--- config.mk ---
export PLATFORM = sky130hd
export DESIGN_NAME = ptw_walker
export DESIGN_NICKNAME = d
export VERILOG_FILES = /design/src/rtl/ptw_pkg.sv /design/src/rtl/ptw_addr_gen.sv /design/src/rtl/ptw_pte_decode.sv /design/src/rtl/ptw_fsm.sv /design/src/rtl/ptw_walker.sv
export SDC_FILE = /design/constraint.sdc
export NUM_CORES = 1
export LEC_CHECK = 0
export ABC_AREA = 1
export ABC_CLOCK_PERIOD_IN_PS = 3500
export BUFFER_PORTS_ARGS = -buffer_cell sky130_fd_sc_hd__buf_4
export CAP_MARGIN = 20
export CORE_ASPECT_RATIO = 0.9
export CORE_MARGIN = 2
export CORE_UTILIZATION = 45
export DETAILED_ROUTE_END_ITERATION = 12
export GPL_TIMING_DRIVEN = 0
export PLACE_DENSITY = 0.71
export SETUP_SLACK_MARGIN = 0.3
export SLEW_MARGIN = 20
export SYNTH_ARGS = -nofsm -noshare
export SYNTH_HDL_FRONTEND = slang
export SYNTH_HIERARCHICAL = 1
export SYNTH_SLANG_ARGS = --single-unit
export TNS_END_PERCENT = 30
--- constraint.sdc ---
create_clock -name clk_i -period 3.5 [get_ports clk_i]
set_clock_uncertainty 0.15 [all_clocks]
set_input_delay 0.35 -clock clk_i [delete_from_list [all_inputs] [get_ports clk_i]]
set_output_delay 0.35 -clock clk_i [all_outputs]
set_load 0.05 [all_outputs]
--- src/rtl/ptw_pkg.sv ---
package ptw_pkg;

  typedef enum logic [2:0] {
    ST_IDLE,
    ST_REQ_L1,
    ST_WAIT_L1,
    ST_REQ_L2,
    ST_WAIT_L2,
    ST_DONE,
    ST_FAULT
  } walk_state_e;

  // entry bit positions
  localparam int unsigned BIT_VALID = 0;
  localparam int unsigned BIT_RD    = 1;
  localparam int unsigned BIT_WR    = 2;
  localparam int unsigned BIT_DIRTY = 3;
  localparam int unsigned BIT_USER  = 4;

  typedef struct packed {
    logic user;
    logic dirty;
    logic wr;
    logic rd;
  } perm_t;

endpackage

--- src/rtl/ptw_addr_gen.sv ---
module ptw_addr_gen #(
  parameter int unsigned IDX_W    = 10,
  parameter int unsigned OFF_W    = 12,
  parameter int unsigned PTE_BITS = 32
) (
  input  logic [PTE_BITS-1:0]       root_i,
  input  logic [PTE_BITS-OFF_W-1:0] l1_ppn_i,
  input  logic [IDX_W-1:0]          idx1_i,
  input  logic [IDX_W-1:0]          idx2_i,
  input  logic                      sel_l2_i,
  output logic [PTE_BITS-1:0]       addr_o
);

  localparam int unsigned ENTRY_SHIFT = $clog2(PTE_BITS / 8);

  logic [PTE_BITS-1:0] base;
  logic [PTE_BITS-1:0] ofs;

  always_comb begin
    if (sel_l2_i) begin
      base = {l1_ppn_i, {OFF_W{1'b0}}};
      ofs  = PTE_BITS'(idx2_i) << ENTRY_SHIFT;
    end else begin
      base = root_i;
      ofs  = PTE_BITS'(idx1_i) << ENTRY_SHIFT;
    end
    addr_o = base + ofs;
  end

endmodule

--- src/rtl/ptw_pte_decode.sv ---
module ptw_pte_decode #(
  parameter int unsigned OFF_W    = 12,
  parameter int unsigned PTE_BITS = 32
) (
  input  logic [PTE_BITS-1:0]       pte_i,
  output logic                      valid_o,
  output logic [PTE_BITS-OFF_W-1:0] ppn_o,
  output ptw_pkg::perm_t            perm_o
);

  import ptw_pkg::*;

  always_comb begin
    valid_o      = pte_i[BIT_VALID];
    ppn_o        = pte_i[PTE_BITS-1:OFF_W];
    perm_o.rd    = pte_i[BIT_RD];
    perm_o.wr    = pte_i[BIT_WR];
    perm_o.dirty = pte_i[BIT_DIRTY];
    perm_o.user  = pte_i[BIT_USER];
  end

endmodule

--- src/rtl/ptw_fsm.sv ---
module ptw_fsm (
  input  logic                 clk_i,
  input  logic                 rst_ni,
  input  logic                 miss_valid_i,
  input  logic                 req_ready_i,
  input  logic                 rsp_valid_i,
  input  logic                 pte_valid_i,
  output ptw_pkg::walk_state_e state_o,
  output logic                 miss_ready_o,
  output logic                 req_valid_o,
  output logic                 sel_l2_o,
  output logic                 cap_miss_o,
  output logic                 cap_l1_o,
  output logic                 cap_l2_o,
  output logic                 refill_o,
  output logic                 fault_o
);

  import ptw_pkg::*;

  walk_state_e state_q, state_d;

  always_ff @(posedge clk_i or negedge rst_ni) begin
    if (!rst_ni) state_q <= ST_IDLE;
    else         state_q <= state_d;
  end

  always_comb begin
    state_d    = state_q;
    cap_miss_o = 1'b0;
    cap_l1_o   = 1'b0;
    cap_l2_o   = 1'b0;
    unique case (state_q)
      ST_IDLE: if (miss_valid_i) begin
        cap_miss_o = 1'b1;
        state_d    = ST_REQ_L1;
      end
      ST_REQ_L1: if (req_ready_i) state_d = ST_WAIT_L1;
      ST_WAIT_L1: if (rsp_valid_i) begin
        if (pte_valid_i) begin
          cap_l1_o = 1'b1;
          state_d  = ST_REQ_L2;
        end else begin
          state_d  = ST_FAULT;
        end
      end
      ST_REQ_L2: if (req_ready_i) state_d = ST_WAIT_L2;
      ST_WAIT_L2: if (rsp_valid_i) begin
        if (pte_valid_i) begin
          cap_l2_o = 1'b1;
          state_d  = ST_DONE;
        end else begin
          state_d  = ST_FAULT;
        end
      end
      ST_DONE:  state_d = ST_IDLE;
      ST_FAULT: state_d = ST_IDLE;
      default:  state_d = ST_IDLE;
    endcase
  end

  assign state_o      = state_q;
  assign miss_ready_o = (state_q == ST_IDLE);
  assign req_valid_o  = (state_q == ST_REQ_L1) || (state_q == ST_REQ_L2);
  assign sel_l2_o     = (state_q == ST_REQ_L2);
  assign refill_o     = (state_q == ST_DONE);
  assign fault_o      = (state_q == ST_FAULT);

endmodule

--- src/rtl/ptw_walker.sv ---
module ptw_walker #(
  parameter int unsigned IDX_W    = 10,
  parameter int unsigned OFF_W    = 12,
  parameter int unsigned PTE_BITS = 32,
  localparam int unsigned VPN_W   = 2 * IDX_W,
  localparam int unsigned VA_W    = VPN_W + OFF_W,
  localparam int unsigned PPN_W   = PTE_BITS - OFF_W
) (
  input  logic                clk_i,
  input  logic                rst_ni,
  input  logic                miss_valid_i,
  output logic                miss_ready_o,
  input  logic [VA_W-1:0]     miss_vaddr_i,
  input  logic [PTE_BITS-1:0] root_i,
  output logic                mem_req_valid_o,
  input  logic                mem_req_ready_i,
  output logic [PTE_BITS-1:0] mem_req_addr_o,
  input  logic                mem_rsp_valid_i,
  input  logic [PTE_BITS-1:0] mem_rsp_data_i,
  output logic                refill_valid_o,
  output logic [VPN_W-1:0]    refill_vpn_o,
  output logic [PPN_W-1:0]    refill_ppn_o,
  output logic [3:0]          refill_perm_o,
  output logic                fault_o,
  output logic [VPN_W-1:0]    fault_vpn_o
);

  import ptw_pkg::*;

  walk_state_e walk_state;
  logic sel_l2, cap_miss, cap_l1, cap_l2, pte_valid;
  logic [PPN_W-1:0] pte_ppn;
  perm_t pte_perm;

  logic [VPN_W-1:0]    vpn_q;
  logic [PTE_BITS-1:0] root_q;
  logic [PPN_W-1:0]    l1_ppn_q;
  logic [PPN_W-1:0]    leaf_ppn_q;
  perm_t               leaf_perm_q;

  ptw_fsm u_fsm (
    .clk_i        (clk_i),
    .rst_ni       (rst_ni),
    .miss_valid_i (miss_valid_i),
    .req_ready_i  (mem_req_ready_i),
    .rsp_valid_i  (mem_rsp_valid_i),
    .pte_valid_i  (pte_valid),
    .state_o      (walk_state),
    .miss_ready_o (miss_ready_o),
    .req_valid_o  (mem_req_valid_o),
    .sel_l2_o     (sel_l2),
    .cap_miss_o   (cap_miss),
    .cap_l1_o     (cap_l1),
    .cap_l2_o     (cap_l2),
    .refill_o     (refill_valid_o),
    .fault_o      (fault_o)
  );

  ptw_pte_decode #(.OFF_W(OFF_W), .PTE_BITS(PTE_BITS)) u_dec (
    .pte_i   (mem_rsp_data_i),
    .valid_o (pte_valid),
    .ppn_o   (pte_ppn),
    .perm_o  (pte_perm)
  );

  ptw_addr_gen #(.IDX_W(IDX_W), .OFF_W(OFF_W), .PTE_BITS(PTE_BITS)) u_addr (
    .root_i   (root_q),
    .l1_ppn_i (l1_ppn_q),
    .idx1_i   (vpn_q[VPN_W-1:IDX_W]),
    .idx2_i   (vpn_q[IDX_W-1:0]),
    .sel_l2_i (sel_l2),
    .addr_o   (mem_req_addr_o)
  );

  // root sampled with the miss so a mid-walk write cannot split a walk
  always_ff @(posedge clk_i or negedge rst_ni) begin
    if (!rst_ni) begin
      vpn_q  <= '0;
      root_q <= '0;
    end else if (cap_miss) begin
      vpn_q  <= miss_vaddr_i[VA_W-1:OFF_W];
      root_q <= root_i;
    end
  end

  always_ff @(posedge clk_i or negedge rst_ni) begin
    if (!rst_ni) begin
      l1_ppn_q    <= '0;
      leaf_ppn_q  <= '0;
      leaf_perm_q <= '0;
    end else begin
      if (cap_l1) l1_ppn_q <= pte_ppn;
      if (cap_l2) begin
        leaf_ppn_q  <= pte_ppn;
        leaf_perm_q <= pte_perm;
      end
    end
  end

  assign refill_vpn_o  = vpn_q;
  assign fault_vpn_o   = vpn_q;
  assign refill_ppn_o  = leaf_ppn_q;
  assign refill_perm_o = leaf_perm_q;

endmodule

* Yosys cells after proc, flatten, opt, wreduce, memory -nomap -nowiden
Cells that the tools add are included.
Operators by class: add/sub/neg operators 1, $mul 0, div/mod/pow operators 0, $lt $le $gt $ge 0, eq/ne operators 11, shift-type cells 0, multiplexer cells 16, bitwise operators 0, reductions and logical operators 3
Operator list (count):
- adder 32 bit | 1
- two-way mux 32 bit | 1
- two-way mux 3 bit | 6
- one-hot mux 3 bit (5 select lines) | 1
- two-way mux 12 bit | 1
- inequality test 2 bit (second input constant) | 5
- == test 3 bit (second input constant) | 3
- == test 3 x 2 -> 1 bit (second input constant) | 2
- two-way mux 1 bit | 6
- AND reduction 5 bit | 1
- == test 3 x 1 -> 1 bit (second input constant) | 1
- zero test 3 bit | 1
- two-way mux 2 bit | 1
- logical OR 1 bit | 1
Storage, ports and cells: register bits 99, latch bits 0, RAM bits 0, ROM bits 0, input bits 101, output and inout port bits 100, word-level logic and storage cells 40, memories 0

* Logic depth before layout (Yosys ltp)
depth after elaboration 3, depth in mapped cells 21, gate-level depth less buffers 18

* By module
Netlist, hierarchy kept.
By module, submodules not included:
- ptw_walker | times used 1, cells each 427, area an instance 3822.4 sq um, seq. area each 2402.3 sq um
- ptw_addr_gen | times used 1, cells each 431, area an instance 2073.2 sq um, seq. area each 0.0 sq um
- ptw_fsm | times used 1, cells each 48, area an instance 299.0 sq um, seq. area each 75.1 sq um
- ptw_pte_decode | times used 1, cells each 25, area an instance 187.7 sq um, seq. area each 0.0 sq um

* Least setup slack after synthesis
No wires, ideal clock.
path type register to output, start register u_fsm.state_q[1], in the netlist u_fsm/state_o[1], end output mem_req_addr_o[14], arrival 3458 ps, required time 3000 ps, setup slack -458 ps, cell stages (with the launch flop) 19, buffers on the path 3, path through dfrtp_1 -> inv_1 -> nor3_1 -> buf_6 -> buf_4 -> clkbuf_1 -> nand2_1 -> nand2_1 -> ha_1 -> inv_1 -> fa_1 -> inv_1 -> nand3_1 -> nand3_1 -> nand2_1 -> nand2_1 -> nand3_1 -> nand2_1 -> xor2_1
On the way: cells in the longest elaborated chain, start to end 3, elaborated cells on any way between the ends 4, classes of those cells 1 x add/sub; 1 x eq/ne; 2 x mux
Ends and longest elaborated chain:
- start, declared | RTL line ptw_fsm.sv:21 | walk_state_e state_q, state_d;
- start signal, assigned | RTL line ptw_fsm.sv:25 | else state_q <= state_d;
- == test 3 x 2 -> 1 bit * | RTL line ptw_fsm.sv:65 | assign sel_l2_o = (state_q == ST_REQ_L2);
- net sel_l2 | RTL line ptw_walker.sv:31 | logic sel_l2, cap_miss, cap_l1, cap_l2, pte_valid;
- two-way mux 32 bit / two-way mux 12 bit (equally long branches) | RTL line ptw_addr_gen.sv:20 | if (sel_l2_i) begin
- adder 32 bit * | RTL line ptw_addr_gen.sv:27 | addr_o = base + ofs;
- end, declared | RTL line ptw_walker.sv:17 | output logic [PTE_BITS-1:0] mem_req_addr_o,
Mark *: on every way through the listed nets, which the timed path passes. The rest lies on a longest branch.

* Worst setup path in the final report
start register u_fsm.state_q[1], in the netlist u_fsm/state_o[1], end output mem_req_addr_o[30]
The elaborated chain is that of the path after synthesis.

==> run summary <==
NumNets Final - 1,241
I/O Pins - 201
Die Y-Extent - 117 um
CTS buffer count - 9
first-pass iteration count of the detailed router - 6
Total Wirelength - 18,400 um
Max Fanout on Critical Path - 7
sequential fraction of the synthesis area - 38.8%
IO Port Bufs - 156
Final Util - 65.9%
CTS tree - built
crit path max-delay cell type - dfrtp_2
WP data required - 3.00 ns
number of diodes - 0
kind of cell adding the most delay to the critical path - simple AND/OR/NAND/NOR gates
area grow syn2layout - 44.0%
status - finished, final reports clean
buffers and inverters on the worst path - 7
Worst slew margin - 39.7%
Avg Synthesized Cell Area - 6.86 um^2
H-tree Lvls - 3
initial antenna violation count - 0
clock slew at reported path FFs - 0.08 ns
vias in the first global route - 5,987
Starting Density - 45.7%
final setup vio count - 0
worst skew pair latency - 0.35 ns
most frequent cells in the layout - nand2_1, buf_4, dfrtp_1
CP Cell Sequence - inv_4 > nor3_4 > buf_6 > buf_8 > clkbuf_16 > nand2_4 > nand2_4 > ha_4 > inv_2 > fa_2 > inv_2 > nand3_2 > nand3_2 > nand2_2 > nand2_4 > nand3_4 > nand2_4 > nand3b_1 > nand2_2 > buf_8
Syn. warnings - 6
Final Cycle Share - 98.9%
core area - 14,000 um^2
Post-Syn Nets - 1,043
via count - 6,243
gr usage total - 24.3%
drt wl/cell - 13.9 um
commonest non-fill, non-tap cell in the layout - nand2_1
Clock Path Buffers - 2
RSZ-0062 raised after global routing - true
largest net degree at the start of global routing - 100
Hold Crit Class - in2reg
fmax - 0.289 GHz
beginning of the worst hold path - root_i[20]
Final Hold Viols - 0
max cap viols - 0
die extent in x - 130 um
Pins Over Slew Limit - 0
CP endpoint kind - primary output
Slew @ Worst Pin - 0.904 ns
Placer Congestion - 0.885
die area - 15,200 um^2
Starting DRT DRC Count - 387
total grt overflow - 0
crit path from - u_fsm/state_o[1]$_DFFE_PN0P_
mapped cell area - 6380 um^2
DRT antenna net count - 0
Setup CP Type - reg2out
Yosys cell types - 32
CTS root buf - clkbuf_16
crit path time final - 3.46 ns
DRC - 0
RR Startpoint - u_fsm/state_o[1]$_DFFE_PN0P_
worst stage delay on the critical path - 0.39 ns
global-route wire length before repair - 28,800 um
CP Data Arrival Time - 2.96 ns
Synth Instances - 931
share of cells above drive strength 1 - 39.1%
detailed placer's ending HPWL - 13,200 um
clk sinks - 99
Cell Rows - 41
CP Launch Type - flop
vias per cell - 4.70
most frequent CP cell - nand2_4
Seq cells post-synth - 99
state kept, by name, indices dropped and copies added, names as in the netlist:
| register | count |
|---|---|
| u_fsm/state_o | 3 |
| root_q | 32 |
| refill_perm_o | 4 |
| refill_ppn_o | 20 |
| l1_ppn_q | 20 |
| fault_vpn_o | 20 |
what timing repair did:
item,4_1_cts,5_1_grt
buffers inserted,24,6
pin swaps,34,27
gates resized for setup,93,73
endpoints found under the setup margin,29,28
hold buffers,1,0
endpoints found under the hold margin,43,0
gates cloned,0,0
Yosys cell counts, drive strengths merged:
master / instances / share of area [%]
nand2: 528 / 32
ha: 10 / 2.0
clkbuf: 3 / 0.18
buf: 72 / 9.2
dfrtp: 99 / 39
nand3: 38 / 3.2
xor2: 13 / 1.8
nand3b: 3 / 0.35
o211ai: 1 / 0.12
or2: 2 / 0.20
fa: 1 / 0.31
nand4: 4 / 0.39
inv: 81 / 5.0
nor2: 54 / 4.1
o21ai: 6 / 0.59
a21oi: 6 / 0.53
nor3: 7 / 0.55
xnor2: 3 / 0.41
per-layer routing:
metal / vias up / wire length (um) / global-route usage, %
met1: 2884 / 8250 / 32.9
met3: 38 / 1080 / 5.77
met4: 0 / 458 / 6.67
li1: 3135 / - / -
met5: - / 0 / 0
met2: 186 / 8630 / 39.4
tightest hold or removal path, stage by stage:
cell and delay [ns]:
buf_4 0.08, nand2_1 0.04, nand2_1 0.05
cell families (layout without fill, tap and decap cells):
logic type,after synthesis,after routing,share of synthesized area [%]
AND/OR/NAND/NOR,636,636,41.1
buffers and inverters,156,359,14.4
flip-flops,99,99,38.8
XOR/XNOR,16,16,2.20
AO/OA/AOI/OAI,13,13,1.23
adder cells (fa/ha/maj),11,11,2.27
through the flow:
stage / instances / setup TNS, ns / hold slack, ns / cell area [um^2] / setup WS (ns)
CTS: 1321 / 0 / 0.0257 / 8890 / 0.0316
detailed placement: 1280 / -2.55 / 0.308 / 7990 / -0.251
finish: 1327 / 0 / 0.0358 / 9190 / 0.0380
floorplan: 931 / 0 / -0.0956 / 6570 / 0.148
global placement: 1280 / -2.17 / 0.305 / 7980 / -0.199
global route: 1327 / -0.546 / 0.0293 / 9190 / -0.0930
layout make-up:
| type | count | area [um^2] |
|---|---|---|
| Tap cell | 193 | 241 |
| Buffer | 75 | 657 |
| Fill cell | 1255 | 4760 |
| Inverter | 81 | 324 |
| Sequential cell | 99 | 2480 |
| Clock buffer | 10 | 239 |
| Timing Repair Buffer | 187 | 1530 |
| Clock inverter | 6 | 65.1 |
| Multi-Input combinational cell | 676 | 3660 |
final timing paths:
path,endpoint,slack (ns),depth (start not counted)
worst min register to register,root_q[1]$_DFFE_PN0P_,0.32,2
worst max register to register,root_q[24]$_DFFE_PN0P_,1.62,9
worst min-delay path,root_q[20]$_DFFE_PN0P_,0.04,3
max in group asynchronous,u_fsm/state_o[1]$_DFFE_PN0P_,2.05,2
worst max-delay path,mem_req_addr_o[30],0.04,20
min in group asynchronous,root_q[0]$_DFFE_PN0P_,0.51,2
Power is left out: the tool's default activity adds up to more than one toggle a clock period on the data nets, which glitch-free logic cannot reach.
